File: src/rtl/irqp_pkg.sv
package irqp_pkg;

    localparam int SRC_COUNT = 7;
    localparam int CTRL_W    = SRC_COUNT + 1;

    // Control word: mask in the upper bits (source i at bit i+1), mode in bit 0
    typedef struct packed {
        logic [SRC_COUNT-1:0] mask;
        logic                 repeat_en;
    } ctrl_t;

    typedef enum logic [1:0] {
        PH_IDLE = 2'd0,
        PH_HIGH = 2'd1,
        PH_LOW  = 2'd2
    } phase_e;

    function automatic logic any_enabled(input logic [SRC_COUNT-1:0] bits,
                                         input logic [SRC_COUNT-1:0] mask);
        return |(bits & mask);
    endfunction

endpackage

File: src/rtl/irqp_flags.sv
module irqp_flags
    import irqp_pkg::*;
(
    input  logic                 clk_i,
    input  logic                 rst_i,
    input  logic [SRC_COUNT-1:0] evt_i,
    input  logic                 ack_i,
    output logic [SRC_COUNT-1:0] flags_o
);

    logic [SRC_COUNT-1:0] flags_q;

    // a new event in the acknowledge cycle stays set
    always_ff @(posedge clk_i) begin
        if (rst_i) flags_q <= '0;
        else       flags_q <= (ack_i ? '0 : flags_q) | evt_i;
    end

    assign flags_o = flags_q;

    assert_ack_clears_R7: assert property (@(posedge clk_i) disable iff (rst_i)
        (ack_i && evt_i == '0) |=> flags_o == '0);

    assert_event_sticks_R8: assert property (@(posedge clk_i) disable iff (rst_i)
        (evt_i != '0) |=> ((flags_o & $past(evt_i)) == $past(evt_i)));

endmodule

File: src/rtl/irqp_ctrl_reg.sv
module irqp_ctrl_reg
    import irqp_pkg::*;
#(
    parameter int SEL_W  = 1,
    parameter int MY_SEL = 0
)
(
    input  logic              clk_i,
    input  logic              rst_i,
    input  logic              wr_en_i,
    input  logic [SEL_W-1:0]  wr_sel_i,
    input  logic [CTRL_W-1:0] wr_data_i,
    output ctrl_t             ctrl_o
);

    localparam logic [SEL_W-1:0] SEL_CODE = SEL_W'(MY_SEL);

    ctrl_t ctrl_q;
    logic  hit_w;

    assign hit_w = wr_en_i && (wr_sel_i == SEL_CODE);

    always_ff @(posedge clk_i) begin
        if (rst_i)      ctrl_q <= '0;
        else if (hit_w) ctrl_q <= ctrl_t'(wr_data_i);
    end

    assign ctrl_o = ctrl_q;

    assert_unselected_holds_R10: assert property (@(posedge clk_i) disable iff (rst_i)
        !(wr_en_i && wr_sel_i == SEL_CODE) |=> $stable(ctrl_o));

    assert_reset_value_R1: assert property (@(posedge clk_i) disable iff (rst_i)
        $fell(rst_i) |-> ctrl_o == '0);

endmodule

File: src/rtl/irqp_pulse.sv
module irqp_pulse
    import irqp_pkg::*;
#(
    parameter int HIGH_TICKS   = 2,
    parameter int PERIOD_TICKS = 4
)
(
    input  logic                 clk_i,
    input  logic                 rst_i,
    input  logic                 tick_i,
    input  ctrl_t                ctrl_i,
    input  logic [SRC_COUNT-1:0] evt_i,
    input  logic [SRC_COUNT-1:0] flags_i,
    output logic                 irq_o
);

    localparam int LOW_TICKS = PERIOD_TICKS - HIGH_TICKS;
    localparam int CNT_W     = (PERIOD_TICKS > 1) ? $clog2(PERIOD_TICKS) : 1;
    localparam logic [CNT_W-1:0] HIGH_LAST = CNT_W'(HIGH_TICKS - 1);
    localparam logic [CNT_W-1:0] LOW_LAST  = CNT_W'(LOW_TICKS - 1);

    phase_e           phase_q, phase_d;
    logic [CNT_W-1:0] cnt_q, cnt_d;
    logic             pend_q, pend_d;
    logic             trig_w, req_w, boundary_w, start_w;

    // single mode remembers one enabled strobe; repeat mode follows the flags
    assign trig_w     = any_enabled(evt_i, ctrl_i.mask);
    assign req_w      = ctrl_i.repeat_en ? any_enabled(flags_i, ctrl_i.mask) : pend_q;
    assign boundary_w = tick_i && ((phase_q == PH_IDLE) ||
                                   (phase_q == PH_LOW && cnt_q == LOW_LAST));
    assign start_w    = boundary_w && req_w;
    assign pend_d     = (pend_q && !start_w) || trig_w;

    always_comb begin
        phase_d = phase_q;
        cnt_d   = cnt_q;
        if (start_w) begin
            phase_d = PH_HIGH;
            cnt_d   = '0;
        end else if (tick_i) begin
            case (phase_q)
                PH_HIGH: begin
                    if (cnt_q == HIGH_LAST) begin
                        phase_d = PH_LOW;
                        cnt_d   = '0;
                    end else begin
                        cnt_d = cnt_q + 1'b1;
                    end
                end
                PH_LOW: begin
                    if (cnt_q == LOW_LAST) begin
                        phase_d = PH_IDLE;
                        cnt_d   = '0;
                    end else begin
                        cnt_d = cnt_q + 1'b1;
                    end
                end
                default: ;
            endcase
        end
    end

    always_ff @(posedge clk_i) begin
        if (rst_i) begin
            phase_q <= PH_IDLE;
            cnt_q   <= '0;
            pend_q  <= 1'b0;
        end else begin
            phase_q <= phase_d;
            cnt_q   <= cnt_d;
            pend_q  <= pend_d;
        end
    end

    assign irq_o = (phase_q == PH_HIGH);

    assert_rise_on_tick_R3: assert property (@(posedge clk_i) disable iff (rst_i)
        $rose(irq_o) |-> $past(tick_i));

    assert_fall_on_tick_R4: assert property (@(posedge clk_i) disable iff (rst_i)
        $fell(irq_o) |-> $past(tick_i));

    assert_high_count_bound_R4: assert property (@(posedge clk_i) disable iff (rst_i)
        (phase_q == PH_HIGH) |-> (int'(cnt_q) < HIGH_TICKS));

    assert_low_count_bound_R6: assert property (@(posedge clk_i) disable iff (rst_i)
        (phase_q == PH_LOW) |-> (int'(cnt_q) < LOW_TICKS));

endmodule

File: src/rtl/irq_pulse_gen.sv
module irq_pulse_gen
    import irqp_pkg::*;
#(
    parameter int NUM_OUT      = 2,
    parameter int HIGH_TICKS   = 2,
    parameter int PERIOD_TICKS = 4,
    localparam int SEL_W       = (NUM_OUT > 1) ? $clog2(NUM_OUT) : 1
)
(
    input  logic                 clk,
    input  logic                 rst,
    input  logic                 ctrl_we,
    input  logic [SEL_W-1:0]     ctrl_sel,
    input  logic [CTRL_W-1:0]    ctrl_wdata,
    input  logic [SRC_COUNT-1:0] evt_strobe,
    input  logic                 flag_ack,
    input  logic                 ms_tick,
    output logic [NUM_OUT-1:0]   irq
);

    logic [SRC_COUNT-1:0] flags_w;

    irqp_flags u_flags (
        .clk_i   (clk),
        .rst_i   (rst),
        .evt_i   (evt_strobe),
        .ack_i   (flag_ack),
        .flags_o (flags_w)
    );

    for (genvar g = 0; g < NUM_OUT; g++) begin : g_out
        ctrl_t ctrl_w;

        irqp_ctrl_reg #(
            .SEL_W  (SEL_W),
            .MY_SEL (g)
        ) u_ctrl (
            .clk_i     (clk),
            .rst_i     (rst),
            .wr_en_i   (ctrl_we),
            .wr_sel_i  (ctrl_sel),
            .wr_data_i (ctrl_wdata),
            .ctrl_o    (ctrl_w)
        );

        irqp_pulse #(
            .HIGH_TICKS   (HIGH_TICKS),
            .PERIOD_TICKS (PERIOD_TICKS)
        ) u_pulse (
            .clk_i   (clk),
            .rst_i   (rst),
            .tick_i  (ms_tick),
            .ctrl_i  (ctrl_w),
            .evt_i   (evt_strobe),
            .flags_i (flags_w),
            .irq_o   (irq[g])
        );
    end

endmodule

File: config.mk
export PLATFORM = sky130hd
export DESIGN_NAME = irq_pulse_gen
export DESIGN_NICKNAME = d
export VERILOG_FILES = /design/src/rtl/irqp_pkg.sv /design/src/rtl/irqp_flags.sv /design/src/rtl/irqp_ctrl_reg.sv /design/src/rtl/irqp_pulse.sv /design/src/rtl/irq_pulse_gen.sv
export SDC_FILE = /design/constraint.sdc
export NUM_CORES = 1
export LEC_CHECK = 0
export ABC_AREA = 1
export BUFFER_PORTS_ARGS = -buffer_cell sky130_fd_sc_hd__buf_2
export CAP_MARGIN = 20
export CORE_MARGIN = 3
export CORE_UTILIZATION = 55
export DETAILED_ROUTE_END_ITERATION = 8
export GPL_TIMING_DRIVEN = 0
export PLACE_DENSITY = 0.75
export SLEW_MARGIN = 25
export SYNTH_ARGS = -nofsm -noshare
export SYNTH_HDL_FRONTEND = slang
export SYNTH_SLANG_ARGS = --single-unit
File: constraint.sdc
create_clock -name clk -period 1.3 [get_ports clk]
set_input_delay 0.13 -clock clk [delete_from_list [all_inputs] [get_ports clk]]
set_output_delay 0.13 -clock clk [all_outputs]
set_load 0.02 [all_outputs]
== Word-level counts from Yosys, hierarchy flattened ==
Cells that the tools add are included.

* Flip-flop bits (word level): 33
* Memories kept: 0
* Word-level logic and storage cells: 88
* Input bits: 21
* RAM bits: 0
* Output and inout port bits: 2
* ROM bits: 0
* Bits in latches: 0

* Div/mod/pow operators: 0
* Shift-type cells: 0
* Equality and inequality tests: 14
* Multipliers: 0
* Reductions and logical operators: 38
* Mux-type cells: 15
* Order comparisons: 0
* Bitwise operators: 6
* Add/sub/neg operators: 2

{| class="wikitable"
|+ Operators by type and width
! kind !! number
|-
| $and 7x7->7 || 4
|-
| $reduce_or 7->1 || 4
|-
| $reduce_and 4->1 || 4
|-
| $mux 2 || 6
|-
| $logic_and 1x1->1 || 10
|-
| $eq 2x1->1 const B || 4
|-
| $ne 2x2->1 const B || 4
|-
| $pmux 2 s2 || 2
|-
| $reduce_bool 2->1 || 4
|-
| $reduce_or 2->1 || 4
|-
| $mux 7 || 1
|-
| $or 7x7->7 || 1
|-
| $mux 1 || 6
|-
| $ne 3x2->1 const B || 2
|-
| $ne 3x3->1 const B || 2
|-
| $reduce_bool 3->1 || 2
|-
| $add 2x1->2 const B || 2
|-
| $eq 2x2->1 const B || 2
|-
| $logic_not 2->1 || 2
|-
| $logic_or 1x1->1 || 4
|-
| $reduce_and 2->1 || 2
|-
| $logic_not 1->1 || 2
|-
| $not 1->1 || 1
|}

== Logic depth before layout (Yosys ltp) ==
Gate-level depths: netlist of the first run.

* Depth in word-level cells: 8
* Gate-level depth with buffers: 8
* Depth with buffers taken out: 7

== Modules after synthesis ==
From an unflattened synthesis of the first run, not the netlist that was laid out.

* Cell total of the unflattened synthesis: 259
* Area, all modules: 1657.8 um2

{| class="wikitable"
|+ Modules (own cells, without submodules)
! module !! area an instance (um2) !! sequential area each (um2) !! instances !! cells each
|-
| irqp_pulse || 367.9 || 100.1 || 2 || 63
|-
| irqp_ctrl_reg (g_out[0].u_ctrl) || 354.1 || 160.2 || 1 || 53
|-
| irqp_ctrl_reg (g_out[1].u_ctrl) || 336.6 || 160.2 || 1 || 51
|-
| irqp_flags || 231.5 || 140.1 || 1 || 29
|}

== Least setup slack after synthesis of the first run ==
No wires, ideal clock.

* Path type: reg2reg
* From: register g_out[0].u_pulse.phase_q[0]
* To: register g_out[0].u_pulse.cnt_q[0]
* Data required time: 1.236 ns
* Clock period less this slack: 1.051 ns
* Setup time: 0.064 ns
* Stages on the path, launching flop included: 8
* Arrival time: 0.987 ns
* Buffers on the path: 0
* Path slack: 0.249 ns
* Cell sequence: dfxtp_1 > inv_1 > ha_1 > nand3_1 > nand2_1 > o211ai_2 > nand2_1 > nor2_1

* Cells in the longest elaborated chain, start to end: 6
* Elaborated cells between the ends (all ways): 10
* Classes of those cells: eq/ne (2); reduce/logical (8)

{| class="wikitable"
|+ Ends and longest elaborated chain
! element !! line !! RTL
|-
| from (decl) || irqp_pulse.sv:22 || <nowiki>phase_e phase_q, phase_d;</nowiki>
|-
| from (signal assigned) || irqp_pulse.sv:70 || <nowiki>phase_q <= phase_d;</nowiki>
|-
| $eq 2x2->1 || irqp_pulse.sv:31, irqp_pulse.sv:42 ||
|-
| $logic_and 1x1->1 || irqp_pulse.sv:31 || <nowiki>(phase_q == PH_LOW && cnt_q == LOW_LAST));</nowiki>
|-
| $logic_or 1x1->1 || irqp_pulse.sv:30 || <nowiki>assign boundary_w = tick_i && ((phase_q == PH_IDLE) ||</nowiki>
|-
| $logic_and 1x1->1 || irqp_pulse.sv:30 ||
|-
| $logic_and 1x1->1 || irqp_pulse.sv:32 || <nowiki>assign start_w = boundary_w && req_w;</nowiki>
|-
| $reduce_or 2->1 (no line) || n/a ||
|-
| to (signal assigned) || irqp_pulse.sv:71 || <nowiki>cnt_q <= cnt_d;</nowiki>
|-
| to (decl) || irqp_pulse.sv:23 || <nowiki>logic [CNT_W-1:0] cnt_q, cnt_d;</nowiki>
|}

Parallel ways exist; a longest one is shown, timed or not.
A chain may end at the register's enable or synchronous reset.

== Final worst setup path of the first run ==
* From: register g_out[0].u_pulse.phase_q[1]
* To: output port irq[0]

* Cells in the longest elaborated chain, start to end: 1

{| class="wikitable"
|+ Ends and longest elaborated chain
! element !! line !! RTL
|-
| $eq 2x1->1 || irqp_pulse.sv:76 || <nowiki>assign irq_o = (phase_q == PH_HIGH);</nowiki>
|-
| to (decl) || irq_pulse_gen.sv:18 || <nowiki>output logic [NUM_OUT-1:0] irq</nowiki>
|}

No other way between the ends.

==> reports/qor.csv, run 1 <==
metric,value,unit
DR WL/cell,12.3,um
RSZ-0062 raised after global routing,false,
Worst Max-Slew Pin Slew,485,ps
Clock Path Buffers,2,
CP max stage delay,340,ps
Int Pwr,1.53,mW
crit path kind,flop to output pin,
"Net count, final",270,
Yosys cell types,22,
synth-to-layout area growth,19.3,%
Synth warnings,0,
Sequential Power Share,53.7,%
TritonCTS Sinks,33,
#FFs+latches synth,33,
net switching fraction of the power,27.3,%
initial core utilization,59.2,%
DIE HEIGHT,58.4,um
Hold Path Class,input port to flop,
Pins Over Slew Limit,0,
minimum hold slack,23.9,ps
Gate Count Post-Synth,210,
Clock Tree Root,clkbuf_4,
CP endpoint kind,output pin,
num rows,18,
clock slew at reported path FFs,100,ps
Slowest cell on crit path,dfxtp_2,
static leakage,0.832,nW
worst path cell trace,inv_2 -> ha_2 -> buf_4 -> buf_6,
Max Clk Rate,794,MHz
Pwr Density,1170,nW/um^2
crit-path max FO,3,
number of port buffers,21,
DRC,0,
Core Footprint,2540,um^2
fillers,210,
layout cells sized above 1,24.2,%
synthesized cell area,1510,um^2
grt ovf,0,
vias in the first global route,1261,
Max-Cap Viols,0,
pin count of the biggest net entering global routing,11,
Overall Power,2.11,mW
H-tree depth,2,
worst skew pair latency,340,ps
Psw,0.576,mW
peak supply drop,0.000902,V
Overall Global Routing Usage,21.7,%
most frequent cells in the layout,"nand2_1 (56), nor2_1 (51), dfxtp_1 (29), buf_2 (20), o21ai_0 (16)",
first-pass GRT wire length,5.46,mm
CP arrival,1130,ps
design area,1800,um^2
clock network power share,31.0,%
Routed WL,3.36,mm
IO Count,23,
post-synthesis sequential area ratio,43.8,%
Tcrit/Tclk final,96.9,%
Final ANT Viol Nets,0,
Rel. slew slack,67.7,%
Chip Width,58.4,um
Logic pwr share,15.3,%
initial antenna violation count,0,
syn nets,237,
"commonest non-fill, non-tap cell in the layout",nand2_1,
Final Wtd Congestion,0.790,
final hold vios,0,
crit start category,flop,
Tmin final,1260,ps
Avg Inst Size Synth,7.18,um^2
diodes inserted,0,
DR iter-0 viols,60,
Num CTS Buffers,5,
status,"finished, final reports clean",
Die Area,3410,um^2
worst path required time,1170,ps
post-DP HPWL,2.59,mm
Vias/cell,5.24,
CTS tree,yes,
post-route setup TNS,0,ps
vias,1437,
placed cell area,1650,um^2
final setup fails,0,
drt pass-1 iters,5,
Clock Skews,8.69,ps
-- state kept, by name, summed over array words and instances, names as in the netlist --
signal and flops:
g_out.u_ctrl.ctrl_o 16, g_out.u_pulse.cnt_q 4, g_out.u_pulse.pend_q 2, g_out.u_pulse.phase_q 4, u_flags.flags_o 7
-- final timing paths --
check	from	endpoint	slack, ps	depth (start not counted)
worst max-delay path	g_out[0].u_pulse.phase_q[1]$_SDFFE_PP0P_	irq[0]	40	4
worst min-delay path	ctrl_wdata[5]	g_out[0].u_ctrl.ctrl_o[5]$_SDFFE_PP0P_	20	3
worst max register to register	g_out[1].u_pulse.phase_q[1]$_SDFFE_PP0P_	g_out[1].u_pulse.cnt_q[0]$_SDFFE_PP0P_	120	6
worst min register to register	g_out[0].u_pulse.cnt_q[1]$_SDFFE_PP0P_	g_out[0].u_pulse.cnt_q[1]$_SDFFE_PP0P_	480	2
-- cell type report --
type,instances,area [um^2],share of cell area [%]
repair buffers,26,158,8.76
inverters,10,41.3,2.29
multi-input cells,162,792,44.0
clock inverters,1,5.00,0.278
well taps,30,37.5,2.09
flip-flops and latches,33,666,37.0
clock buffers,7,65.1,3.62
plain buffers,5,35.0,1.95
-- power by group through the flow --
stage | Clock, mW | Combinational (mW) | Sequential, mW
after floorplan | 0 | 0.214 | 1.14
after global placement | 0 | 0.287 | 1.15
after detailed placement | 0 | 0.298 | 1.15
after CTS | 0.671 | 0.310 | 1.13
after global routing | 0.716 | 0.362 | 1.14
final | 0.655 | 0.322 | 1.13
-- per-layer routing --
layer | GRT usage (%) | part of all wire [%] | up-vias
met5 | 0 | 0 | -
met4 | 11.3 | 2.0 | 0
met3 | 6.80 | 5.9 | 8
met2 | 33.7 | 46 | 47
met1 | 26.9 | 46 | 649
li1 | - | - | 733
-- repair_timing --
action / 4_1_cts / 5_1_grt
hold endpoints to repair: 1 / 0
setup endpoints to repair: 2 / 8
gates resized for setup: 9 / 6
setup buffers: 2 / 2
hold buffers: 1 / 0
-- through the flow --
stage / utilization, % / cells / setup WS, ps
6_report: 70.7 / 274 / 40.9
5_1_grt: 70.7 / 274 / 1.22
4_1_cts: 69.2 / 272 / 4.32
3_5_place_dp: 64.8 / 261 / 99.4
3_3_place_gp: 64.8 / 261 / 158
2_1_floorplan: - / 210 / 249
-- worst max-delay path: cells and delay by family (launching register included) --
family	cells	cell delay, ps
buffers and inverters	3	290
adder cells (fa/ha/maj)	1	170
flip-flops	1	340
-- cells in the mapped netlist (all sizes together) --
library cell  instances  share of area, %
or2                   1              0.42
nand2                61                16
inv                  10               2.5
nand3                 9               3.8
ha                    6               5.0
o21ai                16               5.3
dfxtp                33                44
o211ai                1              0.83
xor2                  1              0.58
buf                   5               2.3
nand4                 2              0.83
a21oi                11               4.1
nor2                 54                14
-- logic make-up after synthesis --
kind of cell,synth area share [%]
compound gates,10.3
xor+xnor,0.581
fa+ha+maj,4.98
buf+inv,4.81
flops,43.8
simple gates,35.5
Note: power is estimated with default switching activity, not from simulation.
==> run 2, diff against run 1 <==
--- a/config.mk
+++ b/config.mk
@@ -8,10 +8,10 @@
 export ABC_AREA = 1
 export BUFFER_PORTS_ARGS = -buffer_cell sky130_fd_sc_hd__buf_2
 export CAP_MARGIN = 20
-export CORE_MARGIN = 3
 export CORE_UTILIZATION = 55
 export DETAILED_ROUTE_END_ITERATION = 8
 export GPL_TIMING_DRIVEN = 0
+export HOLD_SLACK_MARGIN = 0.08
 export PLACE_DENSITY = 0.75
 export SLEW_MARGIN = 25
 export SYNTH_ARGS = -nofsm -noshare
==> reports/qor.csv, run 2 (synthesized netlist as in run 1, its figures left out) <==
metric,value,unit,change
vias,1458,,+1.5%
Max-Cap Viols,0,,unchanged
DIE HEIGHT,54.4,um,-6.9%
post-route setup TNS,0,ps,unchanged
Tcrit/Tclk final,96.4,%,-0.47 points
Tmin final,1250,ps,-6.10 ps
final setup fails,0,,unchanged
DRC,0,,unchanged
static leakage,0.884,nW,+6.3%
Overall Power,2.29,mW,+8.4%
"Net count, final",281,,+4.1%
Max Clk Rate,798,MHz,+0.49%
Core Footprint,2520,um^2,-0.88%
"commonest non-fill, non-tap cell in the layout",nand2_1,,
Overall Global Routing Usage,25.5,%,+3.9 points
pin count of the biggest net entering global routing,12,,+1
Final ANT Viol Nets,0,,unchanged
num rows,18,,unchanged
IO Count,23,,unchanged
Final Wtd Congestion,0.775,,-1.9%
diodes inserted,0,,unchanged
DR iter-0 viols,42,,-30%
TritonCTS Sinks,33,,unchanged
Int Pwr,1.70,mW,+11%
post-DP HPWL,2.37,mm,-8.8%
drt pass-1 iters,4,,-1
final hold vios,0,,unchanged
Die Area,2950,um^2,-13%
net switching fraction of the power,25.5,%,-1.8 points
crit-path max FO,3,,unchanged
crit path kind,flop to output pin,,
number of port buffers,21,,unchanged
crit start category,flop,,
Sequential Power Share,49.7,%,-4.0 points
initial core utilization,59.8,%,+0.53 points
CP arrival,1120,ps,about the same
Clock Path Buffers,2,,unchanged
Chip Width,54.4,um,-6.9%
R2R Setup Slk,100,ps,-20 ps
H-tree depth,2,,unchanged
most frequent cells in the layout,"nand2_1 (56), nor2_1 (51), dfxtp_1 (30), buf_2 (20)",,
clock slew at reported path FFs,90,ps,about the same
Pins Over Slew Limit,0,,unchanged
Vias/cell,5.12,,-2.5%
placed cell area,1650,um^2,unchanged
design area,1950,um^2,+8.3%
grt ovf,0,,unchanged
worst skew pair latency,340,ps,about the same
DR WL/cell,11.8,um,-3.7%
layout cells sized above 1,21.2,%,-3.0 points
vias in the first global route,1292,,+2.5%
worst path required time,1170,ps,about the same
# Post-CTS Setup Buffers,0,,-2
Clock Skews,12.9,ps,+4.21 ps
CTS tree,yes,,
max reg flops,16,,unchanged
Rel. slew slack,67.4,%,-0.26 points
Logic pwr share,15.4,%,about the same
synth-to-layout area growth,29.2,%,
Pwr Density,1170,nW/um^2,+0.11%
clock network power share,34.9,%,+3.9 points
Psw,0.583,mW,+1.3%
CP endpoint kind,output pin,,
Worst Max-Slew Pin Slew,489,ps,+3.89 ps
Routed WL,3.37,mm,+0.12%
status,"finished, final reports clean",,
Hold Path Class,input port to flop,,
Clock Tree Root,clkbuf_4,,
peak supply drop,0.00101,V,+12%
Num CTS Buffers,5,,unchanged
first-pass GRT wire length,5.19,mm,-5.1%
initial antenna violation count,0,,unchanged
-- run 2: timing repair --
action,in CTS,in global routing
setup endpoints to repair,2,5
hold endpoints to repair,21,0
gates resized for setup,8,7
hold buffers,16,0
-- run 2: worst paths after layout --
kind,startpoint,endpoint,depth (start not counted)
setup / recovery,g_out[1].u_pulse.phase_q[1]$_SDFFE_PP0P_,irq[1],4
hold reg to reg,g_out[0].u_pulse.cnt_q[1]$_SDFFE_PP0P_,g_out[0].u_pulse.cnt_q[1]$_SDFFE_PP0P_,2
setup reg to reg,g_out[1].u_pulse.phase_q[0]$_SDFFE_PP0P_,g_out[1].u_pulse.cnt_q[0]$_SDFFE_PP0P_,5
hold / removal,ms_tick,g_out[1].u_pulse.cnt_q[1]$_SDFFE_PP0P_,4
-- run 2: cell type report --
type | instances | area, um^2
tap | 30 | 37.5
multi-input combinational | 162 | 807
buffer | 5 | 35.0
inverter | 10 | 37.5
clock buffer | 6 | 51.3
fill | 191 | 574
clock inverter | 2 | 37.5
timing repair buffer | 37 | 278
sequential | 33 | 664
-- run 2: critical path, cell delays in order (launching register included) --
cell	delay, ps
dfxtp_2	340
inv_2	50
ha_4	150
buf_4	130
buf_6	120
-- run 2: per-stage QoR --
stage,utilization [%],hold slack (ps),setup WS [ps],instances
2_1_floorplan,-,192,249,210
3_3_place_gp,65.4,322,181,261
3_5_place_dp,65.4,326,114,261
4_1_cts,75.8,119,14.7,285
5_1_grt,77.2,140,-6.88,285
6_report,77.2,129,47.0,285
-- run 2: power by group through the flow --
stage / combinational, mW / clock, mW / sequential, mW
after global placement: 0.285 / 0 / 1.15
after floorplan: 0.214 / 0 / 1.14
final: 0.352 / 0.799 / 1.14
after global routing: 0.399 / 0.861 / 1.14
after CTS: 0.337 / 0.809 / 1.13
after detailed placement: 0.295 / 0 / 1.15
-- run 2: metal layers --
metal	vias up	GRT usage (%)	part of all wire (%)
li1	753	-	-
met1	638	25.6	41
met2	57	46.3	50
met3	10	8.61	6.4
met4	0	12.8	2.4
met5	-	0	0
